$ cat config.mk
export PLATFORM = sky130hd
export DESIGN_NAME = cc_pair
export DESIGN_NICKNAME = d
export VERILOG_FILES = /design/src/rtl/cc_pkg.sv /design/src/rtl/cc_ctrl.sv /design/src/rtl/cc_datapath.sv /design/src/rtl/cc_pair.sv
export SDC_FILE = /design/constraint.sdc
export NUM_CORES = 1
export LEC_CHECK = 0
export ABC_AREA = 1
export ABC_CLOCK_PERIOD_IN_PS = 3900
export BUFFER_PORTS_ARGS = -buffer_cell sky130_fd_sc_hd__buf_2
export CAP_MARGIN = 20
export CORE_AREA = 2 2 90 92
export CTS_BUF_LIST = sky130_fd_sc_hd__clkbuf_4
export DETAILED_ROUTE_END_ITERATION = 12
export DIE_AREA = 0 0 92 94
export PLACE_DENSITY = 0.74
export SLEW_MARGIN = 20
export SYNTH_ARGS = -nofsm -noshare
export SYNTH_HDL_FRONTEND = slang
export SYNTH_SLANG_ARGS = --single-unit
export TNS_END_PERCENT = 1
$ cat constraint.sdc
create_clock -name clk -period 3.9 [get_ports clk]
set_input_delay 1.17 -clock clk [delete_from_list [all_inputs] [get_ports clk]]
set_output_delay 1.17 -clock clk [all_outputs]
set_load 0.05 [all_outputs]
$ cat src/rtl/cc_pkg.sv
package cc_pkg;
  localparam int NCH = 2;

  typedef struct packed {
    logic capLoad;
    logic cmpLoad;
    logic flagClr;
  } ccStrobe_t;

  typedef enum logic [1:0] {
    SRC_PIN  = 2'd0,
    SRC_NONE = 2'd1,
    SRC_LOW  = 2'd2,
    SRC_HIGH = 2'd3
  } trigSrc_e;

  typedef enum logic [2:0] {
    OM_SW     = 3'd0,
    OM_SET_Z  = 3'd1,
    OM_CLR_Z  = 3'd2,
    OM_TOG    = 3'd3,
    OM_DUAL   = 3'd4,
    OM_DUALN  = 3'd5,
    OM_SET_MX = 3'd6,
    OM_CLR_MX = 3'd7
  } outMode_e;
endpackage

$ cat src/rtl/cc_ctrl.sv
module cc_ctrl
  import cc_pkg::*;
#(
  parameter int SYNC_STAGES = 2
) (
  input  logic                  clk,
  input  logic                  rstN,
  input  logic [NCH-1:0]        capMode,
  input  logic [2*NCH-1:0]      edgeSel,
  input  logic [2*NCH-1:0]      trigSrc,
  input  logic [NCH-1:0]        capPin,
  input  logic [NCH-1:0]        cmpWe,
  input  logic [NCH-1:0]        flagClr,
  output ccStrobe_t [NCH-1:0]   stb
);
  localparam int TOP = SYNC_STAGES - 1;

  for (genvar i = 0; i < NCH; i++) begin : g_ch
    logic [SYNC_STAGES-1:0] pinSync;
    logic                   pinLast;
    logic [1:0]             srcPrev;
    logic [1:0]             src;
    logic [1:0]             edgeCode;
    logic                   pinRise, pinFall, swRise, swFall;

    assign src      = trigSrc[2*i +: 2];
    assign edgeCode = edgeSel[2*i +: 2];

    always_ff @(posedge clk or negedge rstN) begin
      if (!rstN) begin
        pinSync <= '0;
        pinLast <= 1'b0;
        srcPrev <= 2'd0;
      end else begin
        pinSync <= {pinSync[SYNC_STAGES-2:0], capPin[i]};
        pinLast <= pinSync[TOP];
        srcPrev <= src;
      end
    end

    assign pinRise = pinSync[TOP] & ~pinLast;
    assign pinFall = ~pinSync[TOP] & pinLast;
    assign swRise  = (srcPrev == SRC_LOW) && (src == SRC_HIGH);
    assign swFall  = (srcPrev == SRC_HIGH) && (src == SRC_LOW);

    always_comb begin
      stb[i].capLoad = capMode[i] &
        (((src == SRC_PIN) & ((pinRise & edgeCode[0]) | (pinFall & edgeCode[1]))) |
         (swRise & edgeCode[0]) | (swFall & edgeCode[1]));
      stb[i].cmpLoad = cmpWe[i];
      stb[i].flagClr = flagClr[i];
    end
  end
endmodule

$ cat src/rtl/cc_datapath.sv
module cc_datapath
  import cc_pkg::*;
#(
  parameter int CNT_W = 16
) (
  input  logic                  clk,
  input  logic                  rstN,
  input  ccStrobe_t [NCH-1:0]   stb,
  input  logic [CNT_W-1:0]      cntVal,
  input  logic                  cntRun,
  input  logic                  cntMax,
  input  logic                  cntZero,
  input  logic [CNT_W-1:0]      cmpData,
  input  logic [NCH-1:0]        capMode,
  input  logic [3*NCH-1:0]      outMode,
  input  logic [NCH-1:0]        outPair,
  input  logic [NCH-1:0]        swLevel,
  output logic [NCH*CNT_W-1:0]  ccReg,
  output logic [NCH-1:0]        capFlag,
  output logic [NCH-1:0]        match,
  output logic [NCH-1:0]        tout
);
  logic [NCH-1:0] hit;

  for (genvar i = 0; i < NCH; i++) begin : g_hit
    assign hit[i] = ~capMode[i] & cntRun & (cntVal == ccReg[CNT_W*i +: CNT_W]);
  end

  for (genvar i = 0; i < NCH; i++) begin : g_ch
    localparam int P = i ^ 1;
    logic     anyHit;
    logic     toutNext;
    outMode_e mode;

    assign mode   = outMode_e'(outMode[3*i +: 3]);
    assign anyHit = hit[i] | (outPair[i] & hit[P]);

    always_comb begin
      toutNext = tout[i];
      unique case (mode)
        OM_SW:     toutNext = swLevel[i];
        OM_SET_Z:  if (cntZero) toutNext = 1'b0; else if (anyHit) toutNext = 1'b1;
        OM_CLR_Z:  if (cntZero) toutNext = 1'b1; else if (anyHit) toutNext = 1'b0;
        OM_TOG:    if (anyHit) toutNext = ~tout[i];
        OM_DUAL:   if (!outPair[i]) begin
                     if (hit[i]) toutNext = ~tout[i];
                   end else if (hit[i]) toutNext = 1'b1;
                   else if (hit[P]) toutNext = 1'b0;
        OM_DUALN:  if (!outPair[i]) begin
                     if (hit[i]) toutNext = ~tout[i];
                   end else if (hit[i]) toutNext = 1'b0;
                   else if (hit[P]) toutNext = 1'b1;
        OM_SET_MX: if (cntMax) toutNext = 1'b0; else if (anyHit) toutNext = 1'b1;
        OM_CLR_MX: if (cntMax) toutNext = 1'b1; else if (anyHit) toutNext = 1'b0;
        default:   toutNext = tout[i];
      endcase
    end

    always_ff @(posedge clk or negedge rstN) begin
      if (!rstN) begin
        ccReg[CNT_W*i +: CNT_W] <= '0;
        capFlag[i]              <= 1'b0;
        match[i]                <= 1'b0;
        tout[i]                 <= 1'b0;
      end else begin
        if (stb[i].capLoad)      ccReg[CNT_W*i +: CNT_W] <= cntVal;
        else if (stb[i].cmpLoad) ccReg[CNT_W*i +: CNT_W] <= cmpData;
        if (stb[i].capLoad)      capFlag[i] <= 1'b1;
        else if (stb[i].flagClr) capFlag[i] <= 1'b0;
        match[i] <= hit[i];
        if (!capMode[i]) tout[i] <= toutNext;
      end
    end
  end
endmodule

$ cat src/rtl/cc_pair.sv
module cc_pair
  import cc_pkg::*;
#(
  parameter int CNT_W       = 16,
  parameter int SYNC_STAGES = 2
) (
  input  logic                  clk,
  input  logic                  rstN,
  input  logic [CNT_W-1:0]      cntVal,
  input  logic                  cntRun,
  input  logic                  cntMax,
  input  logic                  cntZero,
  input  logic [NCH-1:0]        capMode,
  input  logic [2*NCH-1:0]      edgeSel,
  input  logic [2*NCH-1:0]      trigSrc,
  input  logic [3*NCH-1:0]      outMode,
  input  logic [NCH-1:0]        outPair,
  input  logic [NCH-1:0]        swLevel,
  input  logic [NCH-1:0]        capPin,
  input  logic [NCH-1:0]        cmpWe,
  input  logic [CNT_W-1:0]      cmpData,
  input  logic [NCH-1:0]        flagClr,
  output logic [NCH*CNT_W-1:0]  ccReg,
  output logic [NCH-1:0]        capFlag,
  output logic [NCH-1:0]        match,
  output logic [NCH-1:0]        tout
);
  ccStrobe_t [NCH-1:0] stb;

  cc_ctrl #(.SYNC_STAGES(SYNC_STAGES)) u_ctrl (
    .clk(clk), .rstN(rstN), .capMode(capMode), .edgeSel(edgeSel),
    .trigSrc(trigSrc), .capPin(capPin), .cmpWe(cmpWe), .flagClr(flagClr),
    .stb(stb)
  );

  cc_datapath #(.CNT_W(CNT_W)) u_dp (
    .clk(clk), .rstN(rstN), .stb(stb), .cntVal(cntVal), .cntRun(cntRun),
    .cntMax(cntMax), .cntZero(cntZero), .cmpData(cmpData), .capMode(capMode),
    .outMode(outMode), .outPair(outPair), .swLevel(swLevel), .ccReg(ccReg),
    .capFlag(capFlag), .match(match), .tout(tout)
  );
endmodule

* Yosys cells after proc, flatten, opt, wreduce, memory -nomap -nowiden
Cells that the tools add are included.
** Storage, ports and cells
- Output and inout bits :: 38
- Input bits :: 63
- Flip-flop bits (word level) :: 48
- Word-level logic and storage cells :: 134
** Cells by class
- Reductions and logical operators :: 14
- Bitwise gates (word level) :: 38
- Equal/unequal tests :: 30
- Muxes and demuxes :: 38
** Operators by type and width (count)
- $mux W16 :: 4
- $eq A16 B16 Y1 :: 2
- $mux W1 :: 32
- $eq A3 B3 Y1 const B :: 8
- $and A1 B1 Y1 :: 22
- $eq A2 B2 Y1 const B :: 8
- $ne A4 B2 Y1 const B :: 4
- $pmux W1 S8 :: 2
- $eq A3 B2 Y1 const B :: 4
- $not A1 Y1 :: 8
- $or A1 B1 Y1 :: 8
- $reduce_and A4 Y1 :: 2
- $reduce_bool A2 Y1 :: 4
- $eq A3 B1 Y1 const B :: 2
- $logic_not A3 Y1 :: 2
- $logic_and A1 B1 Y1 :: 4
- $logic_not A2 Y1 :: 2
- $ne A2 B1 Y1 const B :: 2

* Depth between registers and ports, before layout
- Word-level depth :: 9
- Gate-level depth with buffers :: 15
- Gate-level depth less buffers :: 15

* Cells and area by module
Synthesis repeated with hierarchy kept, for this count alone.
** Second synthesis, totals
- Cell total of the unflattened synthesis :: 484
- Area total of the unflattened synthesis :: 3260.6 µm²
** By module, submodules not included
- cc_datapath :: area each 2817.7 µm², cells each 432, times used 1, sequential area each 950.9 µm²
- cc_ctrl :: area each 442.9 µm², cells each 52, times used 1, sequential area each 250.2 µm²

* Worst setup path before layout
No wires, ideal clock.
- Path kind :: input-to-reg
- Start :: in trigSrc[3]
- End :: reg u_dp.ccReg[30]
- Cell stages on the path :: 7
- Required time :: 3773 ps
- Library setup time :: 127 ps
- Arrival :: 2146 ps
- Path buffers :: 1
- Setup slack :: 1627 ps
- Cells stage by stage :: o32ai_1 inv_1 o31ai_2 nand2_2 clkbuf_1 nand3_1 nand3_1
** Between the ends
- Word-level cells in the longest chain between the ends :: 7
- Elaborated cells on any way between the ends :: 13
- Classes of those cells :: 2 x eq/ne; 1 x mux; 6 x bitwise; 4 x reduce/logical
** RTL lines
- start, declared :: line cc_pair.sv:15 : input logic [2*NCH-1:0] trigSrc,
- $eq A2 B2 Y1 :: line cc_ctrl.sv:43 : assign swRise = (srcPrev == SRC_LOW) && (src == SRC_HIGH);
- $logic_and A1 B1 Y1 :: line cc_ctrl.sv:43
- $and A1 B1 Y1 :: line cc_ctrl.sv:49 : (swRise & edgeCode[0]) | (swFall & edgeCode[1]));
- $or A1 B1 Y1 :: line cc_ctrl.sv:48 : (((src == SRC_PIN) & ((pinRise & edgeCode[0]) | (pinFall & edgeCode[1]))) |
- $or A1 B1 Y1 (*) :: line cc_ctrl.sv:49
- $and A1 B1 Y1 (*) :: line cc_ctrl.sv:47 : stb[i].capLoad = capMode[i] &
- $mux W16 / $reduce_bool A2 Y1 (equally long branches)
- end signal, assigned by index :: line cc_datapath.sv:66 : if (stb[i].capLoad) ccReg[CNT_W*i +: CNT_W] <= cntVal;
- end signal, assigned by index :: line cc_datapath.sv:67 : else if (stb[i].cmpLoad) ccReg[CNT_W*i +: CNT_W] <= cmpData;
- end, declared :: line cc_datapath.sv:18 : output logic [NCH*CNT_W-1:0] ccReg,
Mark *: on every way between the ends. The rest lies on a longest branch, timed or not.
A chain may end at the register's enable or synchronous reset.

* Worst setup path in the final report
- Start :: in trigSrc[1]
- End :: reg u_dp.ccReg[8]
Same word-level chain as after synthesis.

==> reports/metrics.cfg <==
[cells_and_area]
diodes = 0
fillers = 798
multi_input_area_um2 = 1820
regArea_um2 = 1200
area_growth_pct = 18.7
final_net_count = 695
drive_gt1_frac = 0.239

[grt]
grt-busiest-layer = met2
grt_overflow_total = 0
grt_max_degree = 35
grt_pass1_vias = 3727
grtUsageMet2 = 0.429
antenna_found_initial = 0
met1_usage = 0.308
use_met3 = 0.0433
grt_pass1_wl_um = 17200
gr-usage-all-layers = 0.246

[sta]
drv_slew = 0
tns_ps = 0
setup_violations = 0
worst_slew_pin_slew_ps = 680
fin_crit_ps = 2570
rsz0062_at_grt = false
slew_headroom = 0.546
finalCritPeriodShare = 0.658
finalHoldViolations = 0
fmax_ghz = 0.390
skew_ps = 6.86

[clock_network]
postCtsSetupRepairBufs = 0
htreeDepth = 2
clockBufferDepth = 2
clkSlewWorstSetupHoldPaths_ps = 140
clock-root-buffer = clkbuf_4
cts_tree = yes
clock_latency_ps = 370
postCtsHoldBufs = 0
cts_buffers = 5
numClockSinks = 48
cts_resized = 0

[floorplan]
die_area_um2 = 8650
initial_core_util = 0.446
num_rows = 32
die_w_um = 92
core_area_um2 = 7610
ios = 101
die-height_um = 94

[min_path]
holdPathStages = 0
hp-start = u_ctrl.g_ch[0].pinSync[0]
hold_class = reg2reg
min_to = u_ctrl.g_ch[0].pinSync[1]

[synth]
yosysSeqAreaShare = 0.354
synthTopCellsByArea = dfrtp_1 (35%), nand2_1 (21%), nand3_1 (16%)
synth_compound_area_frac = 0.0383
yosysWarnings = 0
syn_area_per_cell_um2 = 6.32
yosys.area.top_type = dfrtp_1
synth_cells = 537
yosys.area_share.simple = 0.497
synth_top_family_by_area = simple AND/OR/NAND/NOR gates
synthAdderAreaFrac = 0
yosysUniqueCellTypes = 26
netlist_area_um2 = 3390
synth.area.mux_share = 0
syn-num-nets = 600
synth-seq-cells = 48
synth_xor_area_frac = 0.00258
netlist.area_leader.share = 0.354

[detailed_routing]
post-route-drc-count = 0
wl_per_cell_um = 13.9
wl_um = 10200
vias = 3826
drt_pass1_iterations = 5
vias_per_cell = 5.21
drtAntennaViolNets = 0
first_iter_violations = 175

[setup_path]
rrSetupSlack_ps = 1820
path_max_fanout = 34
crit_type = in2reg
worstPathRequired_ps = 4210
crit_arrival_ps = 2880
start_kind = input port
regToRegEndpoint = u_dp.ccReg[8]
reg2regPathDepth = 7
reg2reg_from = u_ctrl.g_ch[0].pinSync[1]
cp-end-kind = flop

[placed_design]
place.gp.congestion = 0.935
hpwl_um = 7840
numPortBuffers = 100

[power_and_ir_drop]
power_density_nw_per_um2 = 339
ir_drop_mv = 0.165
leakage_nw = 2.31
finalPower_mw = 1.37

[flow_run]
maxCapViolations = 0

[status]
outcome = finished clean

[cell usage in the layout (no fill, tap or decap), types with 5 or more instances in the layout]
cell type  count
inv_1         61
nor3_1         8
nand2_2        7
o21ai_0        6
buf_2        100
nor2_1        35
dfrtp_1       48
nand2_1      187
nand3_1      111
o32ai_1        5
clkbuf_4       5
inv_2         20
nand4_1       12
[registers in the layout, indices dropped and copies added, names as in the netlist]
signal               cells
u_ctrl.g_ch.srcPrev      4
u_dp.tout                2
u_dp.capFlag             2
u_dp.ccReg              32
u_ctrl.g_ch.pinSync      4
u_ctrl.g_ch.pinLast      2
u_dp.match               2
[worst max-delay path, stage by stage]
cell     delay, ps
buf_2          120
o32ai_1        260
inv_1           80
o31ai_2        220
nand2_2        410
inv_2          430
nand2_1         80
nand3_1         90
[power by group]
group	switching, mW	leakage [nW]	internal, mW
clock network	0.169	0.0324	0.0667
logic	0.386	1.69	0.147
registers	0.0516	0.587	0.546
[synthesized netlist by cell type, drive strengths merged]
cell / number
nand4: 13
nand3: 115
nand3b: 1
inv: 81
clkinv: 1
clkbuf: 10
xnor2: 1
nand2: 194
o22ai: 1
o31ai: 2
o32ai: 5
o21bai: 2
dfrtp: 48
buf: 4
o21ai: 6
nor2: 42
nor3: 9
a21oi: 2
[logic make-up (layout without fill, tap and decap cells)]
| family | Yosys count | count (layout) |
|---|---|---|
| AO/OA/AOI/OAI | 18 | 18 |
| XOR/XNOR | 1 | 1 |
| buffers and inverters | 96 | 192 |
| flip-flops | 48 | 48 |
| AND/OR/NAND/NOR | 374 | 374 |
[per-stage QoR]
stage | hold WS [ps] | setup WS [ps] | utilization | cells | cell area (um^2)
3_5_place_dp | 335 | 948 | 0.523 | 727 | 3980
3_3_place_gp | 336 | 1050 | 0.523 | 727 | 3980
2_1_floorplan | 331 | 1630 | - | 537 | 3390
6_report | 366 | 1330 | 0.529 | 735 | 4030
4_1_cts | 367 | 1350 | 0.529 | 735 | 4030
5_1_grt | 381 | 1170 | 0.529 | 735 | 4030
[worst max-delay path by stage]
stage | start | endpoint | slack, ps | cells past startpoint
2_1_floorplan | trigSrc[3] | u_dp.ccReg[30] | 1630 | 7
3_3_place_gp | trigSrc[1] | u_dp.ccReg[4] | 1050 | 8
3_5_place_dp | trigSrc[1] | u_dp.ccReg[0] | 950 | 8
4_1_cts | trigSrc[1] | u_dp.ccReg[0] | 1350 | 8
5_1_grt | trigSrc[3] | u_dp.ccReg[20] | 1170 | 8
6_report | trigSrc[1] | u_dp.ccReg[8] | 1330 | 8
[area by class of cell]
class / count / share of cell area
clock inverters: 3 / 0.00342
multi-input cells: 393 / 0.453
repair buffers: 102 / 0.128
clock buffers: 5 / 0.00932
inverters: 82 / 0.0764
flip-flops and latches: 48 / 0.298
well taps: 102 / 0.0317
[layer usage]
layer	wire, um	share of wire	vias up
li1	-	-	1906
met1	4480	0.44	1745
met2	4870	0.48	151
met3	617	0.060	24
met4	232	0.023	0
met5	0	0	-
No activity file was read; power rests on OpenSTA's default activity.
